### config.mk
export PLATFORM = sky130hd
export DESIGN_NAME = ptp_time_counter
export DESIGN_NICKNAME = d
export VERILOG_FILES = /design/src/rtl/ptp_tc_pkg.sv /design/src/rtl/ptp_tc_rst_sync.sv /design/src/rtl/ptp_tc_regs.sv /design/src/rtl/ptp_tc_rate.sv /design/src/rtl/ptp_tc_time.sv /design/src/rtl/ptp_time_counter.sv
export SDC_FILE = /design/constraint.sdc
export NUM_CORES = 1
export LEC_CHECK = 0
export BUFFER_PORTS_ARGS = -buffer_cell sky130_fd_sc_hd__buf_4
export CAP_MARGIN = 20
export CORE_MARGIN = 4
export CORE_UTILIZATION = 25
export CTS_CLUSTER_SIZE = 16
export DETAILED_ROUTE_END_ITERATION = 8
export REMOVE_ABC_BUFFERS = 1
export SETUP_SLACK_MARGIN = 0.15
export SYNTH_ARGS = -nofsm -noshare
export SYNTH_HDL_FRONTEND = slang
export SYNTH_SLANG_ARGS = --single-unit
### constraint.sdc
create_clock -name clk -period 9.1 [get_ports clk]
set_clock_uncertainty 0.1 [all_clocks]
set_input_delay 0.455 -clock clk [delete_from_list [all_inputs] [get_ports clk]]
set_output_delay 0.455 -clock clk [all_outputs]
set_load 0.02 [all_outputs]
### src/rtl/ptp_tc_pkg.sv
package ptp_tc_pkg;

  localparam int unsigned DW    = 32;
  localparam int unsigned AW    = 3;
  localparam int unsigned SEC_W = 32;
  localparam int unsigned NS_W  = 31;

  typedef enum logic [AW-1:0] {
    RA_CTRL   = 3'd0,
    RA_STEP   = 3'd1,
    RA_ADDEND = 3'd2,
    RA_OFSSEC = 3'd3,
    RA_OFSNS  = 3'd4,
    RA_NOWSEC = 3'd5,
    RA_NOWNS  = 3'd6,
    RA_SPARE  = 3'd7
  } reg_addr_e;

  localparam int unsigned CB_FINE  = 0;
  localparam int unsigned CB_DEC   = 1;
  localparam int unsigned CB_LOAD  = 2;
  localparam int unsigned CB_SHIFT = 3;
  localparam int unsigned CB_RATE  = 4;
  localparam int unsigned CTRL_W   = 5;

endpackage

### src/rtl/ptp_tc_rst_sync.sv
module ptp_tc_rst_sync #(
  parameter int unsigned STAGES = 2
) (
  input  logic clk,
  input  logic rst_n,
  output logic rst_sync_n
);
  logic [STAGES-1:0] chain_q;

  always_ff @(posedge clk or negedge rst_n) begin
    if (!rst_n) chain_q <= '0;
    else        chain_q <= {chain_q[STAGES-2:0], 1'b1};
  end

  assign rst_sync_n = chain_q[STAGES-1];
endmodule

### src/rtl/ptp_tc_regs.sv
module ptp_tc_regs
  import ptp_tc_pkg::*;
#(
  parameter int unsigned STEP_W = 8
) (
  input  logic              clk,
  input  logic              rst_n,
  input  logic              wr_en,
  input  logic [AW-1:0]     wr_addr,
  input  logic [DW-1:0]     wr_data,
  input  logic              rd_en,
  input  logic [AW-1:0]     rd_addr,
  input  logic [SEC_W-1:0]  now_sec,
  input  logic [NS_W-1:0]   now_ns,
  output logic [DW-1:0]     rd_data,
  output logic              fine_o,
  output logic              dec_o,
  output logic [STEP_W-1:0] step_o,
  output logic [DW-1:0]     addend_stage_o,
  output logic [SEC_W-1:0]  ofs_sec_o,
  output logic [NS_W-1:0]   ofs_ns_o,
  output logic              ofs_sub_o,
  output logic              load_go_o,
  output logic              shift_go_o,
  output logic              rate_go_o
);
  localparam logic [DW-1:0] STEP_MAX = DW'((1 << STEP_W) - 1);

  logic              fine_q, fine_d, dec_q, dec_d;
  logic [STEP_W-1:0] step_q, step_d;
  logic [DW-1:0]     stage_q, stage_d;
  logic [SEC_W-1:0]  osec_q, osec_d;
  logic [NS_W-1:0]   ons_q, ons_d;
  logic              osub_q, osub_d;
  logic              load_q, load_d, shift_q, shift_d, rate_q, rate_d;
  logic [DW-1:0]     rd_q, rd_d;
  logic              rd_ce;

  always_comb begin
    fine_d  = fine_q;
    dec_d   = dec_q;
    step_d  = step_q;
    stage_d = stage_q;
    osec_d  = osec_q;
    ons_d   = ons_q;
    osub_d  = osub_q;
    load_d  = 1'b0;
    shift_d = 1'b0;
    rate_d  = 1'b0;
    if (wr_en) begin
      unique case (reg_addr_e'(wr_addr))
        RA_CTRL: begin
          fine_d  = wr_data[CB_FINE];
          dec_d   = wr_data[CB_DEC];
          load_d  = wr_data[CB_LOAD]  & ~load_q;
          shift_d = wr_data[CB_SHIFT] & ~shift_q;
          rate_d  = wr_data[CB_RATE]  & ~rate_q;
        end
        RA_STEP:   step_d  = (wr_data > STEP_MAX) ? STEP_MAX[STEP_W-1:0] : wr_data[STEP_W-1:0];
        RA_ADDEND: stage_d = wr_data;
        RA_OFSSEC: osec_d  = wr_data;
        RA_OFSNS: begin
          ons_d  = wr_data[NS_W-1:0];
          osub_d = wr_data[DW-1];
        end
        default: ;
      endcase
    end
  end

  always_comb begin
    rd_ce = rd_en;
    unique case (reg_addr_e'(rd_addr))
      RA_CTRL:   rd_d = {{(DW-CTRL_W){1'b0}}, rate_q, shift_q, load_q, dec_q, fine_q};
      RA_STEP:   rd_d = {{(DW-STEP_W){1'b0}}, step_q};
      RA_ADDEND: rd_d = stage_q;
      RA_OFSSEC: rd_d = osec_q;
      RA_OFSNS:  rd_d = {osub_q, ons_q};
      RA_NOWSEC: rd_d = now_sec;
      RA_NOWNS:  rd_d = {1'b0, now_ns};
      default:   rd_d = '0;
    endcase
  end

  always_ff @(posedge clk or negedge rst_n) begin
    if (!rst_n) begin
      fine_q  <= 1'b0;
      dec_q   <= 1'b0;
      step_q  <= '0;
      stage_q <= '0;
      osec_q  <= '0;
      ons_q   <= '0;
      osub_q  <= 1'b0;
      load_q  <= 1'b0;
      shift_q <= 1'b0;
      rate_q  <= 1'b0;
      rd_q    <= '0;
    end else begin
      fine_q  <= fine_d;
      dec_q   <= dec_d;
      step_q  <= step_d;
      stage_q <= stage_d;
      osec_q  <= osec_d;
      ons_q   <= ons_d;
      osub_q  <= osub_d;
      load_q  <= load_d;
      shift_q <= shift_d;
      rate_q  <= rate_d;
      if (rd_ce) rd_q <= rd_d;
    end
  end

  assign rd_data        = rd_q;
  assign fine_o         = fine_q;
  assign dec_o          = dec_q;
  assign step_o         = step_q;
  assign addend_stage_o = stage_q;
  assign ofs_sec_o      = osec_q;
  assign ofs_ns_o       = ons_q;
  assign ofs_sub_o      = osub_q;
  assign load_go_o      = load_q;
  assign shift_go_o     = shift_q;
  assign rate_go_o      = rate_q;
endmodule

### src/rtl/ptp_tc_rate.sv
module ptp_tc_rate #(
  parameter int unsigned ACC_W = 32
) (
  input  logic             clk,
  input  logic             rst_n,
  input  logic             fine,
  input  logic             rate_go,
  input  logic [ACC_W-1:0] addend_stage,
  output logic [ACC_W-1:0] addend_act,
  output logic             tick
);
  logic [ACC_W-1:0] acc_q, acc_d, add_q, add_d;
  logic             carry;
  logic             add_ce;

  always_comb begin
    {carry, acc_d} = {1'b0, acc_q} + {1'b0, add_q};
    add_ce = rate_go;
    add_d  = addend_stage;
    tick   = fine ? carry : 1'b1;
  end

  always_ff @(posedge clk or negedge rst_n) begin
    if (!rst_n) begin
      acc_q <= '0;
      add_q <= '0;
    end else begin
      acc_q <= acc_d;
      if (add_ce) add_q <= add_d;
    end
  end

  assign addend_act = add_q;
endmodule

### src/rtl/ptp_tc_time.sv
module ptp_tc_time
  import ptp_tc_pkg::*;
#(
  parameter int unsigned STEP_W   = 8,
  parameter int unsigned DEC_ROLL = 1000000000
) (
  input  logic              clk,
  input  logic              rst_n,
  input  logic              dec,
  input  logic              tick,
  input  logic [STEP_W-1:0] step,
  input  logic              load_go,
  input  logic              shift_go,
  input  logic [SEC_W-1:0]  ofs_sec,
  input  logic [NS_W-1:0]   ofs_ns,
  input  logic              ofs_sub,
  output logic [SEC_W-1:0]  sec,
  output logic [NS_W-1:0]   ns
);
  localparam logic [DW-1:0] ROLL_DEC = DW'(DEC_ROLL);
  localparam logic [DW-1:0] ROLL_BIN = DW'(1) << NS_W;

  logic [SEC_W-1:0] sec_q, sec_d;
  logic [NS_W-1:0]  ns_q, ns_d;
  logic [DW-1:0]    roll, inc, s1, n1, s2;
  logic [NS_W-1:0]  n2;
  logic             c1, c2, t_ce;

  always_comb begin
    roll = dec ? ROLL_DEC : ROLL_BIN;
    inc  = tick ? {{(DW-STEP_W){1'b0}}, step} : '0;
    s1   = {1'b0, ns_q} + inc;
    c1   = (s1 >= roll);
    n1   = c1 ? (s1 - roll) : s1;
    s2   = n1 + {1'b0, ofs_ns};
    c2   = (s2 >= roll);
    n2   = c2 ? NS_W'(s2 - roll) : s2[NS_W-1:0];
    t_ce = tick | load_go | shift_go;
    if (load_go) begin
      sec_d = ofs_sec;
      ns_d  = ofs_ns;
    end else if (shift_go) begin
      sec_d = sec_q + ofs_sec + SEC_W'(c1) + SEC_W'(c2) - SEC_W'(ofs_sub);
      ns_d  = n2;
    end else begin
      sec_d = sec_q + SEC_W'(c1);
      ns_d  = n1[NS_W-1:0];
    end
  end

  always_ff @(posedge clk or negedge rst_n) begin
    if (!rst_n) begin
      sec_q <= '0;
      ns_q  <= '0;
    end else if (t_ce) begin
      sec_q <= sec_d;
      ns_q  <= ns_d;
    end
  end

  assign sec = sec_q;
  assign ns  = ns_q;
endmodule

### src/rtl/ptp_time_counter.sv
module ptp_time_counter
  import ptp_tc_pkg::*;
#(
  parameter int unsigned STEP_W   = 8,
  parameter int unsigned ACC_W    = 32,
  parameter int unsigned DEC_ROLL = 1000000000
) (
  input  logic             clk,
  input  logic             rst_n,
  input  logic             wr_en,
  input  logic [AW-1:0]    wr_addr,
  input  logic [DW-1:0]    wr_data,
  input  logic             rd_en,
  input  logic [AW-1:0]    rd_addr,
  output logic [DW-1:0]    rd_data,
  output logic [SEC_W-1:0] sys_sec,
  output logic [NS_W-1:0]  sys_ns
);
  logic              rst_sync_n;
  logic              fine_w, dec_w, tick_w;
  logic [STEP_W-1:0] step_w;
  logic [DW-1:0]     stage_w;
  logic [ACC_W-1:0]  addend_w;
  logic [SEC_W-1:0]  ofs_sec_w;
  logic [NS_W-1:0]   ofs_ns_w;
  logic              ofs_sub_w, load_go_w, shift_go_w, rate_go_w;

  ptp_tc_rst_sync #(.STAGES(2)) u_rst (
    .clk(clk), .rst_n(rst_n), .rst_sync_n(rst_sync_n)
  );

  ptp_tc_regs #(.STEP_W(STEP_W)) u_regs (
    .clk(clk), .rst_n(rst_sync_n),
    .wr_en(wr_en), .wr_addr(wr_addr), .wr_data(wr_data),
    .rd_en(rd_en), .rd_addr(rd_addr),
    .now_sec(sys_sec), .now_ns(sys_ns), .rd_data(rd_data),
    .fine_o(fine_w), .dec_o(dec_w), .step_o(step_w),
    .addend_stage_o(stage_w), .ofs_sec_o(ofs_sec_w), .ofs_ns_o(ofs_ns_w),
    .ofs_sub_o(ofs_sub_w), .load_go_o(load_go_w), .shift_go_o(shift_go_w),
    .rate_go_o(rate_go_w)
  );

  ptp_tc_rate #(.ACC_W(ACC_W)) u_rate (
    .clk(clk), .rst_n(rst_sync_n), .fine(fine_w), .rate_go(rate_go_w),
    .addend_stage(ACC_W'(stage_w)), .addend_act(addend_w), .tick(tick_w)
  );

  ptp_tc_time #(.STEP_W(STEP_W), .DEC_ROLL(DEC_ROLL)) u_time (
    .clk(clk), .rst_n(rst_sync_n), .dec(dec_w), .tick(tick_w), .step(step_w),
    .load_go(load_go_w), .shift_go(shift_go_w), .ofs_sec(ofs_sec_w),
    .ofs_ns(ofs_ns_w), .ofs_sub(ofs_sub_w), .sec(sys_sec), .ns(sys_ns)
  );
endmodule

==> results by group, run 1 <==
Yosys
  – Post-synthesis cell type count: 91
  – Async set-or-reset flop fraction in the synthesized netlist: 100%
  – YS warnings: 0
  – Mux share of post-synthesis cell area: 10.2%
  – Mapped Cells: 2384
  – Post-synthesis compound-gate area fraction: 21.2%
  – Mapped cell area: 21600 µm²
  – Post-synthesis sequential area ratio: 31.3%
  – Adder-cell share of the synthesized area: 11.8%
  – Number of synthesized register bits: 270
  – Synth Area in Simple Gates: 13.2%
  – Main combinational cell family by area after synthesis: compound AO/OA/AOI/OAI gates
  – Synthesized area per cell: 9.06 µm²
  – Main synth FF type: dfrtp_1
  – EDFF count, synth: 0
  – Post-synthesis xor/xnor area fraction: 6.73%

Final layout
  – Final Util: 35.4%
  – Layout cells sized above 1: 36.8%
  – Commonest non-fill, non-tap cells in the layout: buf_4, dfrtp_1, inv_1, ha_1, mux2_2
  – Nets: 3256
  – Commonest non-fill, non-tap cell in the layout: buf_4
  – Ant diodes: 0
  – Area delta synth->final: 40.1%

Global route
  – Antenna violations before repair: 2
  – First-pass GRT wire length: 129 mm
  – Vias in the first global route: 20600
  – Largest net degree at the start of global routing: 162
  – All-Layer GR Usage: 18.4%
  – Congestion Overflow GR: 0

Setup path
  – Cells on worst reg2reg path: 68
  – CP required: 9.46 ns
  – Worst Setup Start Kind: flip-flop
  – CP peak stage delay: 0.52 ns
  – Reg-to-Reg End: u_time.sec[30]$_DFFE_PN0P_
  – Kind of end point of the critical path: flip-flop
  – Worst r2r src: u_rate.addend_act[0]$_DFFE_PN0P_
  – CP arrival: 14.23 ns
  – CP Class: reg2reg
  – R2R Setup Slk: -4.76 ns
  – Worst-path fanout max: 5
  – Slowest CP cell: or4_4
  – Worst path most repeated cell: buf_4

Place
  – Gpl congestion: 0.985
  – Port-buffer cells: 136
  – Hpwl dp: 67.2 mm

Drt
  – 1st-iter DRT viols: 1969
  – DR WL/cell: 20.9 µm
  – Routed WL: 87.2 mm
  – # DRC: 0
  – Drt pass-1 iters: 8
  – Detail Route Antenna Nets: 0
  – DR vias: 21600
  – Vias per cell: 5.18

Outcome
  – Outcome: finished with violations
  – Failing checks: negative setup slack

Floorplanning
  – Core Rows: 107
  – Top-Level Pins: 137
  – Chip height: 302 µm
  – Initial core utilization: 25.3%
  – Die area: 91100 µm²
  – Placeable Area: 85400 µm²
  – Die width: 302 µm

Clock network
  – H-tree Lvls: 1
  – Clk_lat worst skew: 0.60 ns
  – CTS tree: built
  – Number of buffers created by CTS: 30
  – Clk slew on worst S/H paths: 0.06 ns
  – Root buf cell: clkbuf_16
  – Clock sinks: 270
  – Clock buffer depth: 3

Min path
  – Worst min path class: in2reg
  – Worst Min Path Start: wr_data[1]
  – Hold path cells: 3
  – Worst min-delay path endpoint: u_regs.ofs_ns_o[1]$_DFFE_PN0P_

Timing
  – Final Hold Viols: 0
  – RSZ-0062 raised after global routing: true
  – Slew Limit Fails: 0
  – Worst slew pin tran: 1.12 ns
  – Final setup violation count: 54
  – Final setup margin: -4.76 ns
  – Tcrit/Tclk final: 152%
  – Crit path time final: 13.86 ns
  – Slew HR: 25.3%
  – Max Fclk: 72.1 MHz

Run
  – MaxCap Viol Count: 0
sequential cells by signal (all words and copies together) (netlist names):
signal	flops
u_rate.acc_q	32
u_rate.addend_act	32
u_regs.addend_stage_o	32
u_regs.ofs_sec_o	32
u_regs.rd_data	32
u_time.sec	32
u_regs.ofs_ns_o	31
u_time.ns	31
u_regs.step_o	8
u_rst.chain_q	2
u_regs.dec_o	1
u_regs.fine_o	1
u_regs.load_go_o	1
u_regs.ofs_sub_o	1
u_regs.rate_go_o	1
u_regs.shift_go_o	1
timing repair:
action / CTS / global route
setup endpoints to repair: 54 / 54
cloned: 1 / 0
hold buffers: 4 / 0
setup buffers: 25 / 13
resized for setup: 168 / 86
endpoints found under the hold margin: 5 / 0
pin swaps: 128 / 43
synthesized netlist by cell type, drive strengths merged, types with 43 or more instances:
| master | count | area, µm² |
|---|---|---|
| a21oi | 159 | 800 |
| o22ai | 46 | 288 |
| ha | 195 | 2440 |
| a21o | 67 | 503 |
| inv | 202 | 758 |
| xnor2 | 121 | 1060 |
| clkbuf | 82 | 308 |
| nand3 | 51 | 255 |
| nor3 | 43 | 215 |
| xor2 | 45 | 394 |
| mux2 | 163 | 1840 |
| dfrtp | 270 | 6760 |
| o21ai | 95 | 475 |
| nor2 | 130 | 488 |
| nand2 | 157 | 589 |
per-stage QoR:
step | setup TNS (ns) | hold WS, ns | area, µm² | instances | setup slack, ns
floorplan | -233.73 | 0.0594 | 21100 | 2277 | -6.40
global route | -181.77 | 0.0113 | 30300 | 4180 | -5.27
finish | -161.66 | 0.0266 | 30300 | 4180 | -4.76
global placement | -219.03 | 0.139 | 27600 | 4082 | -6.06
CTS | -161.78 | 0.00123 | 29600 | 4166 | -4.75
detailed placement | -236.31 | 0.138 | 27600 | 4082 | -6.48
final cells by class:
class	count	area [µm²]
flip-flops and latches	270	6760
repair buffers	704	5430
clock buffers	41	843
fillers	8771	55200
multi-input cells	1806	14800
inverters	202	761
well taps	1144	1430
clock inverters	13	203
layer usage:
layer	wire length, µm	track usage [%]	part of all wire [%]
met4	2470	4.78	2.8
met1	40500	27.0	46
met5	27	0	0.031
met2	35900	26.6	41
met3	8370	4.64	9.6
logic make-up (layout without fill, tap and decap cells):
logic type                 count (synthesis)  in the layout
adders and majority gates                200            200
xor gates and xnor gates                 166            166
and+or+nand+nor                          577            577
muxes                                    195            195
buffers and inverters                    309            960
DFF                                      270            270
AOI/OAI and AO/OA                        666            667
other                                      1              1
worst max-delay path: cells and delay by family, from the launching register on:
kind / cells / cell delay (ns)
compound gates: 31 / 5.97
fa+ha+maj: 10 / 2.92
simple gates: 13 / 2.40
buf+inv: 10 / 1.27
xor+xnor: 4 / 0.63
flops: 1 / 0.41
worst max-delay path by stage:
stage                                           startpoint                         end  slack (ns)
after floorplan           u_rate.addend_act[0]$_DFFE_PN0P_  u_time.sec[24]$_DFFE_PN0P_       -6.40
after global placement    u_rate.addend_act[0]$_DFFE_PN0P_  u_time.sec[30]$_DFFE_PN0P_       -6.06
after detailed placement  u_rate.addend_act[0]$_DFFE_PN0P_  u_time.sec[30]$_DFFE_PN0P_       -6.48
after CTS                 u_rate.addend_act[0]$_DFFE_PN0P_  u_time.sec[30]$_DFFE_PN0P_       -4.75
after global routing      u_rate.addend_act[0]$_DFFE_PN0P_  u_time.sec[30]$_DFFE_PN0P_       -5.27
final                     u_rate.addend_act[0]$_DFFE_PN0P_  u_time.sec[30]$_DFFE_PN0P_       -4.76
Power of run 1 is left out: the tool's default activity adds up to more than one toggle a clock period on the data nets, which glitch-free logic cannot reach.
==> inputs of run 2 (changes only) <==
--- a/config.mk
+++ b/config.mk
@@ -5,13 +5,13 @@
 export SDC_FILE = /design/constraint.sdc
 export NUM_CORES = 1
 export LEC_CHECK = 0
+export ABC_CLOCK_PERIOD_IN_PS = 9100
 export BUFFER_PORTS_ARGS = -buffer_cell sky130_fd_sc_hd__buf_4
 export CAP_MARGIN = 20
 export CORE_MARGIN = 4
 export CORE_UTILIZATION = 25
 export CTS_CLUSTER_SIZE = 16
 export DETAILED_ROUTE_END_ITERATION = 8
-export REMOVE_ABC_BUFFERS = 1
 export SETUP_SLACK_MARGIN = 0.15
 export SYNTH_ARGS = -nofsm -noshare
 export SYNTH_HDL_FRONTEND = slang
==> run 2 against run 1 <==
Effect of this change:
- sequential cell count unchanged
- first-iteration DRC count is 9.4% lower
- critical path depth is 3 lower
- non-clock buffer count rose by 24
- the flow still finishes with violations (negative setup slack)
- die area stayed put
- wire length down 0.65%
- global-route usage is 0.12 points lower
- critical path type unchanged
- setup slack improved by 0.22 ns
==> results by group, run 2 (synthesized netlist as in run 1, its figures left out) <==
Global route
  – All-Layer GR Usage: 18.3% (-0.12 points)
  – Congestion Overflow GR: 0 (unchanged)
  – First-pass GRT wire length: 128 mm (-0.77%)
  – Antenna violations before repair: 2 (unchanged)
  – Largest net degree at the start of global routing: 66 (-59%)
  – Vias in the first global route: 20500 (-0.63%)

Clock network
  – H-tree Lvls: 1 (unchanged)
  – Root buf cell: clkbuf_16
  – Clk_lat worst skew: 0.59 ns (about the same)
  – Clk slew on worst S/H paths: 0.07 ns (about the same)
  – Clock buffer depth: 3 (unchanged)
  – Clock sinks: 270 (unchanged)
  – CTS tree: built
  – Number of buffers created by CTS: 29 (-3.3%)

Floorplanning
  – Initial core utilization: 25.3% (unchanged)
  – Die area: 91100 µm² (unchanged)
  – Top-Level Pins: 137 (unchanged)
  – Core Rows: 107 (unchanged)
  – Die width: 302 µm (unchanged)
  – Chip height: 302 µm (unchanged)
  – Placeable Area: 85400 µm² (unchanged)

Drt
  – DR WL/cell: 20.6 µm (-1.2%)
  – Drt pass-1 iters: 8 (unchanged)
  – Met2 Wirelength: 37.1 mm (+3.4%)
  – # DRC: 0 (unchanged)
  – 1st-iter DRT viols: 1784 (-9.4%)
  – DR vias: 21500 (-0.76%)
  – Detail Route Antenna Nets: 0 (unchanged)
  – Routed met1 length: 39.1 mm (-3.5%)
  – Routed WL: 86.7 mm (-0.65%)
  – Highest routed layer: met5
  – Met3 routed WL: 7.41 mm (-11%)
  – Vias per cell: 5.11 (-1.4%)

Timing
  – Final setup violation count: 54 (unchanged)
  – Slew HR: 33.6% (+8.3 points)
  – Worst slew pin tran: 0.992 ns (-0.129 ns)
  – Crit path time final: 13.64 ns (-0.219 ns)
  – Slew Limit Fails: 0 (unchanged)
  – Tcrit/Tclk final: 150% (-2.4 points)
  – Final Hold Viols: 0 (unchanged)
  – Max Fclk: 73.3 MHz (+1.6%)
  – RSZ-0062 raised after global routing: true
  – Final setup margin: -4.54 ns (+0.219 ns)

Run
  – MaxCap Viol Count: 0 (unchanged)

Setup path
  – Critical path depth: 65 (-4.4%)
  – CP top delay family: compound AO/OA/AOI/OAI gates
  – CP Class: reg2reg
  – R2R Setup Slk: -4.54 ns (+0.22 ns)
  – Reg-to-Reg End: u_time.sec[30]$_DFFE_PN0P_
  – Kind of end point of the critical path: flip-flop
  – Worst Setup Start Kind: flip-flop
  – Worst r2r src: u_rate.addend_act[0]$_DFFE_PN0P_
  – CP arrival: 14.01 ns (-0.22 ns)
  – Worst-path fanout max: 6 (+1)
  – Buf/Inv on CP: 5 (-5)
  – Cells on worst reg2reg path: 65 (-4.4%)
  – Slowest CP cell: fa_1
  – CP peak stage delay: 0.41 ns (-0.11 ns)
  – CP required: 9.47 ns (about the same)

Final layout
  – Final Util: 35.8% (+0.34 points)
  – Nets: 3280 (+0.74%)
  – Area delta synth->final: 41.5%
  – Layout cells sized above 1: 37.9% (+1.1 points)
  – Non-Filler Instances: 4205 (+0.60%)
  – Commonest non-fill, non-tap cell in the layout: buf_4
  – Commonest non-fill, non-tap cells in the layout: buf_4, dfrtp_1, inv_1, ha_1, mux2_2

Place
  – Hpwl dp: 66.6 mm (-0.97%)
  – Port-buffer cells: 136 (unchanged)
  – Gpl congestion: 0.964 (-2.2%)
  – Placed cells: 4070 (-0.29%)

Outcome
  – Outcome: finished with violations
  – Failing checks: negative setup slack

Min path
  – Hold path cells: 2 (-1)
  – Worst min path class: in2reg
  – Worst min-delay path endpoint: u_regs.step_o[2]$_DFFE_PN0P_
  – Worst Min Path Start: wr_data[2]

Yosys
  – Synthesized Nets: 2626
[run 2: cell types whose count changed in the layout (fill, tap and decap cells not counted), moves of 5 or more]
| cell | change |
|---|---|
| a21oi_2 | +6 |
| clkbuf_1 | -6 |
| buf_12 | +7 |
| buf_4 | +12 |
| nand2_2 | +5 |
| buf_6 | +7 |
[run 2: cell type report]
type                       count  area (µm²)
antenna                        1        2.50
clock buffer                  35         798
clock inverter                18         201
fill                        8792       54900
inverter                     202         771
multi-input combinational   1806       14900
sequential                   270        6760
tap                         1144        1430
timing repair buffer         728        5710
timing repair inverter         1        7.51
[run 2: routing by layer]
layer	vias up	GRT usage, %
met5	-	0
met4	4	5.81
met3	143	4.68
met2	764	27.6
met1	10500	25.4
li1	10100	-
[run 2: through the flow]
stage | worst slack [ns] | hold slack [ns] | area [µm²] | setup TNS [ns]
after floorplan | -4.37 | 0.0594 | 22200 | -139.08
after global placement | -4.83 | 0.128 | 28000 | -165.91
after detailed placement | -5.09 | 0.133 | 28000 | -179.17
after CTS | -4.46 | 0.00105 | 29600 | -152.91
after global routing | -5.14 | 0.0131 | 30600 | -195.64
final | -4.54 | 0.0191 | 30600 | -166.40
[run 2: worst max-delay path by stage]
stage	startpoint	endpoint
final	u_rate.addend_act[0]$_DFFE_PN0P_	u_time.sec[30]$_DFFE_PN0P_
after detailed placement	u_rate.addend_act[0]$_DFFE_PN0P_	u_time.sec[30]$_DFFE_PN0P_
after CTS	u_rate.addend_act[0]$_DFFE_PN0P_	u_time.sec[30]$_DFFE_PN0P_
after floorplan	u_rate.addend_act[0]$_DFFE_PN0P_	u_time.sec[30]$_DFFE_PN0P_
after global routing	u_rate.acc_q[0]$_DFF_PN0_	u_time.sec[30]$_DFFE_PN0P_
after global placement	u_rate.addend_act[0]$_DFFE_PN0P_	u_time.sec[30]$_DFFE_PN0P_
[run 2: what timing repair did]
| item | 4_1_cts | 5_1_grt |
|---|---|---|
| gates cloned | 2 | 1 |
| hold endpoints to repair | 2 | 0 |
| setup buffers | 29 | 45 |
| hold buffers | 1 | 0 |
| resized for setup | 73 | 89 |
| endpoints found under the setup margin | 54 | 54 |
| pin swaps | 72 | 61 |
Power of run 2 is left out for the same reason.
